$ cat config.mk
export PLATFORM = sky130hd
export DESIGN_NAME = aclink_tx_framer
export DESIGN_NICKNAME = d
export VERILOG_FILES = /design/src/rtl/aclink_tx_pkg.sv /design/src/rtl/aclink_tx_ctrl.sv /design/src/rtl/aclink_tx_dpath.sv /design/src/rtl/aclink_tx_framer.sv
export SDC_FILE = /design/constraint.sdc
export NUM_CORES = 1
export LEC_CHECK = 0
export ABC_AREA = 0
export BUFFER_PORTS_ARGS = -buffer_cell sky130_fd_sc_hd__buf_2
export CAP_MARGIN = 20
export CORE_MARGIN = 4
export CORE_UTILIZATION = 30
export DETAILED_ROUTE_END_ITERATION = 16
export PLACE_DENSITY_LB_ADDON = 0.1
export SKIP_CTS_REPAIR_TIMING = 1
export SLEW_MARGIN = 15
export SYNTH_ARGS = -nofsm -noshare
export SYNTH_HDL_FRONTEND = slang
export SYNTH_SLANG_ARGS = --single-unit
$ cat constraint.sdc
create_clock -name bitClk -period 3.62 [get_ports bitClk]
set_input_delay 0.905 -clock bitClk [delete_from_list [all_inputs] [get_ports bitClk]]
set_output_delay 0.905 -clock bitClk [all_outputs]
set_load 0.01 [all_outputs]
$ cat src/rtl/aclink_tx_pkg.sv
package aclink_tx_pkg;

  // Strobes from the frame controller to the datapath
  typedef struct packed {
    logic frameStart;  // first bit time of a frame: load the shift register
    logic inTag;       // current bit time lies inside the tag slot
  } txStrobe_t;

endpackage

$ cat src/rtl/aclink_tx_ctrl.sv
module aclink_tx_ctrl
  import aclink_tx_pkg::*;
#(
  parameter int FRAME_BITS = 256,
  parameter int TAG_W      = 16
) (
  input  logic      bitClk,
  input  logic      rstN,
  output txStrobe_t strobe
);

  localparam int CNT_W = $clog2(FRAME_BITS);
  localparam logic [CNT_W-1:0] LAST_BIT = CNT_W'(FRAME_BITS - 1);
  localparam logic [CNT_W-1:0] TAG_END  = CNT_W'(TAG_W);

  logic [CNT_W-1:0] bitCnt;

  // bitCnt holds the position of the bit launched at the coming edge
  always_ff @(posedge bitClk) begin
    if (!rstN) begin
      bitCnt <= '0;
    end else if (bitCnt == LAST_BIT) begin
      bitCnt <= '0;
    end else begin
      bitCnt <= bitCnt + 1'b1;
    end
  end

  always_comb begin
    strobe.frameStart = (bitCnt == '0);
    strobe.inTag      = (bitCnt < TAG_END);
  end

endmodule

$ cat src/rtl/aclink_tx_dpath.sv
module aclink_tx_dpath
  import aclink_tx_pkg::*;
#(
  parameter int SLOTS  = 4,
  parameter int SLOT_W = 20,
  parameter int TAG_W  = 16,
  parameter int WR_W   = 32
) (
  input  logic                       bitClk,
  input  logic                       rstN,
  input  txStrobe_t                  strobe,
  input  logic                       wrEn,
  input  logic [$clog2(SLOTS)-1:0]   wrSlot,
  input  logic [WR_W-1:0]            wrData,
  input  logic [SLOTS-1:0]           slotReq,
  input  logic [SLOTS-1:0]           urClr,
  output logic                       sdata,
  output logic                       frameSync,
  output logic [SLOTS-1:0]           bufFull,
  output logic [SLOTS-1:0]           underrun
);

  localparam int IDX_W = $clog2(SLOTS);
  localparam int PAY_W = TAG_W + SLOTS * SLOT_W;

  logic [SLOT_W-1:0] holdR [SLOTS];
  logic [SLOTS-1:0]  fullR;
  logic [SLOTS-1:0]  urR;
  logic [PAY_W-1:0]  loadVec;
  logic [PAY_W-1:0]  shiftR;
  logic              sdataR;
  logic              syncR;
  logic              wrDataUnused;

  // Bits above the sample width are accepted but not stored
  assign wrDataUnused = ^wrData[WR_W-1:SLOT_W];

  // Per-slot holding register, full flag and sticky underrun flag
  for (genvar i = 0; i < SLOTS; i++) begin : g_slot
    logic hit;
    logic send;
    assign hit  = wrEn && (wrSlot == IDX_W'(i));
    assign send = strobe.frameStart && slotReq[i];

    always_ff @(posedge bitClk) begin
      if (!rstN) begin
        holdR[i] <= '0;
        fullR[i] <= 1'b0;
        urR[i]   <= 1'b0;
      end else begin
        if (hit) begin
          holdR[i] <= wrData[SLOT_W-1:0];
        end
        // A write on the load edge wins: the new sample waits for the next frame
        if (hit) begin
          fullR[i] <= 1'b1;
        end else if (send) begin
          fullR[i] <= 1'b0;
        end
        // Setting has priority over software clear
        if (send && !fullR[i]) begin
          urR[i] <= 1'b1;
        end else if (urClr[i]) begin
          urR[i] <= 1'b0;
        end
      end
    end
  end

  // Tag word and requested payload, in serial order from the MSB down
  always_comb begin
    loadVec = '0;
    loadVec[PAY_W-1] = |slotReq;
    for (int i = 0; i < SLOTS; i++) begin
      loadVec[PAY_W-2-i] = slotReq[i];
      if (slotReq[i]) begin
        loadVec[PAY_W-TAG_W-1-i*SLOT_W -: SLOT_W] = holdR[i];
      end
    end
  end

  // Serialiser: zeros shift in behind the payload for the rest of the frame
  always_ff @(posedge bitClk) begin
    if (!rstN) begin
      shiftR <= '0;
      sdataR <= 1'b0;
      syncR  <= 1'b0;
    end else begin
      syncR <= strobe.inTag;
      if (strobe.frameStart) begin
        sdataR <= loadVec[PAY_W-1];
        shiftR <= {loadVec[PAY_W-2:0], 1'b0};
      end else begin
        sdataR <= shiftR[PAY_W-1];
        shiftR <= {shiftR[PAY_W-2:0], 1'b0};
      end
    end
  end

  assign sdata     = sdataR;
  assign frameSync = syncR;
  assign bufFull   = fullR;
  assign underrun  = urR;

endmodule

$ cat src/rtl/aclink_tx_framer.sv
module aclink_tx_framer
  import aclink_tx_pkg::*;
#(
  parameter int FRAME_BITS = 256,
  parameter int TAG_W      = 16,
  parameter int SLOTS      = 4,
  parameter int SLOT_W     = 20,
  parameter int WR_W       = 32
) (
  input  logic                     bitClk,
  input  logic                     rstN,
  input  logic                     wrEn,
  input  logic [$clog2(SLOTS)-1:0] wrSlot,
  input  logic [WR_W-1:0]          wrData,
  input  logic [SLOTS-1:0]         slotReq,
  input  logic [SLOTS-1:0]         urClr,
  output logic                     sdata,
  output logic                     frameSync,
  output logic [SLOTS-1:0]         bufFull,
  output logic [SLOTS-1:0]         underrun
);

  txStrobe_t strobe;

  aclink_tx_ctrl #(
    .FRAME_BITS(FRAME_BITS),
    .TAG_W     (TAG_W)
  ) u_ctrl (
    .bitClk(bitClk),
    .rstN  (rstN),
    .strobe(strobe)
  );

  aclink_tx_dpath #(
    .SLOTS (SLOTS),
    .SLOT_W(SLOT_W),
    .TAG_W (TAG_W),
    .WR_W  (WR_W)
  ) u_dpath (
    .bitClk   (bitClk),
    .rstN     (rstN),
    .strobe   (strobe),
    .wrEn     (wrEn),
    .wrSlot   (wrSlot),
    .wrData   (wrData),
    .slotReq  (slotReq),
    .urClr    (urClr),
    .sdata    (sdata),
    .frameSync(frameSync),
    .bufFull  (bufFull),
    .underrun (underrun)
  );

endmodule

==> metrics.csv <==
stage;metric;value;unit
status;status;complete, no violations;
logic_synthesis;Synth area leader;edfxtp_1;
pwr;Internal;3460;uW
logic_synthesis;Synth Flop Type;dfxtp_1;
timing;fin. max-slew vios;0;
die;die area;27000;um2
die;Starting Density;30.8;%
clock_tree;htree depth;4;
die;chip width;164;um
place;Final HPWL DP;10.9;mm
worst_setup_path;CP max-delay cell;or3b_2;
logic_synthesis;area share of the largest cell type after synthesis;32.8;%
worst_setup_path;Crit path depth;6;
die;core area;23800;um2
worst_setup_path;Crit path arrival time;2.57;ns
logic_synthesis;Post-Syn Instances;668;
hold_path;HP Class;register to register;
worst_setup_path;CP startpoint kind;register;
final_layout;Register Area;4660;um2
clock_tree;TritonCTS Buffers;17;
logic_synthesis;Synth cell types;34;
worst_setup_path;critical path data required time;3.92;ns
route;Via Count;5124;
timing;max_slew headroom;35.4;%
logic_synthesis;Syn Area/Cell;11.0;um2
final_layout;Nets;726;
timing;fin crit period;2.26;ns
die;height of the die;164;um
timing;Post-Route Skew;0.0125;ns
grt;Total GRT Usage;14.9;%
pwr;Flop pwr share;52.3;%
place;global placement routability congestion;0.708;
timing;Hold Fails Final Rpt;0;
route;antenna viol nets, final;0;
logic_synthesis;Post-synth EDFFs;80;
place;# port buffers;42;
pwr;pwr dens;556;nW/um2
logic_synthesis;top-count cell post-synth;dfxtp_1;
worst_setup_path;crit path kind;register to register;
logic_synthesis;Synth Warn #;0;
pwr;Sw Pwr;1190;uW
route;Total Routed Length;19.3;mm
worst_setup_path;CP peak stage delay;0.77;ns
logic_synthesis;asr flop ratio synth;0;%
route;# DRC;0;
place;placed insts;979;
route;routed len/inst;19.1;um
final_layout;area occupied by multi-input gates;2350;um2
route;DRT Pass-1 Iters;5;
timing;fmax;0.442;GHz
die;IO Pins;55;
logic_synthesis;number of synthesized register bits;193;
flow_run;MaxCap Viol Count;0;
pwr;worst vdd ir;0.322;mV
worst_setup_path;CP Capture Type;register;
clock_tree;# clock sinks;193;
pwr;Clk pwr share;39.6;%
grt;first-pass GRT wire length;30.3;mm
final_layout;final cell count without fillers;1011;
timing;RSZ-0062 raised after global routing;false;
clock_tree;Clk Latency, worst-skew pair;0.43;ns
die;Rows;56;
clock_tree;CTS root buf;clkbuf_16;
timing;final setup TNS;0;ns
grt;initial antenna violation count;1;
grt;gr ovfl total;0;
hold_path;worst hold path stage count;2;
logic_synthesis;Synth top cells by count;dfxtp_1, a21oi_1, and2_1, edfxtp_1, nand4_1;
clock_tree;CTS max path bufs;2;
final_layout;Fillers;2367;
grt;vias in the first global route;5188;
logic_synthesis;post-synthesis sequential area ratio;63.7;%
pwr;P_leak;0.00294;uW
worst_setup_path;delay-heaviest family, CP;simple AND/OR/NAND/NOR gates;
clock_tree;CTS tree;done;
timing;Worst Tran Pin Value;0.969;ns
place;Setup WS pre-CTS;1.15;ns
timing;period utilization;62.5;%
timing;final setup vio count;0;
worst_setup_path;CP Cell Sequence;inv_1 > ha_1 > or3b_2 > buf_12 > o21ai_1 > a21oi_1;
logic_synthesis;post-synthesis cell area;7320;um2
worst_setup_path;crit path buf inv count;2;
final_layout;layout cell share with drive strength beyond 1;14.6;%
final_layout;area grow syn2layout;14.4;%
worst_setup_path;Max Fanout on Critical Path;54;
timing;setup ws final;1.36;ns
pwr;combinational power share;8.1;%
pwr;switching power share of the total;25.7;%
clock_tree;Worst-path clk slew;0.07;ns
worst_setup_path;worst-case reg-to-reg path depth;6;
logic_synthesis;Synth area leaders;edfxtp_1, dfxtp_1, and2_1, nand4_1, a21oi_1;
route;Vias/cell;5.07;
final_layout;antenna diode count;0;
logic_synthesis;Synth Net Count;715;
route;initial DRC count;277;
grt;largest net degree at the start of global routing;86;
## metrics by stage
step,area [um2],hold WS [ns],total power [uW],utilization [%]
floorplan,7320,0.435,2710,-
global placement,7800,0.442,2870,32.8
detailed placement,7800,0.446,2870,32.8
CTS,8370,0.457,4710,35.2
global route,8370,0.477,4840,35.2
finish,8370,0.457,4650,35.2
## layer usage
| layer | vias up | part of all wire [%] | global-route usage, % |
|---|---|---|---|
| met5 | - | 0 | 0 |
| met4 | 0 | 1.4 | 4.04 |
| met3 | 18 | 3.2 | 2.51 |
| met2 | 102 | 50 | 25.8 |
| met1 | 2540 | 45 | 19.3 |
| li1 | 2464 | - | - |
## worst paths after layout
check	startpoint	end	slack [ns]
setup / recovery	u_ctrl.bitCnt[0]	u_dpath.shiftR[40]	1.36
hold reg to reg	u_dpath.shiftR[12]	u_dpath.shiftR[13]	0.46
hold / removal	u_dpath.shiftR[12]	u_dpath.shiftR[13]	0.46
setup reg to reg	u_ctrl.bitCnt[0]	u_dpath.shiftR[40]	1.36
## sequential cells by signal (all words and copies together), names as in the netlist
name,count
u_dpath.shiftR,95
u_dpath.bufFull,4
u_dpath.frameSync,1
u_dpath.underrun,4
u_dpath.sdata,1
u_ctrl.bitCnt,8
u_dpath.holdR,80
## cell families after synthesis
kind of cell / synth area share, %
XOR/XNOR: 0.359
buffers and inverters: 4.51
AO/OA/AOI/OAI: 13.4
AND/OR/NAND/NOR: 17.6
adder cells (fa/ha/maj): 0.342
flip-flops: 63.7
## final cells by class
| type | instances | share of cell area (%) |
|---|---|---|
| tap | 319 | 4.77 |
| inverter | 5 | 0.224 |
| clock inverter | 13 | 1.41 |
| sequential | 193 | 55.7 |
| multi-input combinational | 404 | 28.1 |
| clock buffer | 19 | 5.43 |
| timing repair buffer | 58 | 4.39 |
## placed cells by master (no fill, tap or decap), types with 2 or more instances in the layout
master     instances
a21oi_1           88
a31o_2             4
and2_1            80
and3_1            11
buf_12             3
buf_2             42
buf_4             13
clkbuf_16         18
clkinv_4           5
dfxtp_1          113
edfxtp_1          80
ha_1               2
inv_1              4
inv_6              4
inv_8              3
nand2_1            7
nand2b_1           2
nand3_1            7
nand3b_1           4
nand4_1           79
nor2_1            11
o21ai_0           36
o21ai_1           50
o21ai_2            3
o31ai_1            6
or3_1              2
xor2_1             2
## power groups by stage
stage | Clock [uW] | Sequential [uW] | Combinational [uW]
after floorplan | 0 | 2480 | 227
after global placement | 0 | 2480 | 383
after detailed placement | 0 | 2480 | 386
after CTS | 1890 | 2430 | 387
after global routing | 1970 | 2440 | 423
final | 1840 | 2430 | 377
## tightest hold or removal path, stage by stage, from the launching register on
cell and delay, ns:
dfxtp_1 0.30, o21ai_0 0.06, a21oi_1 0.06
(Power assumes the default switching activity.)
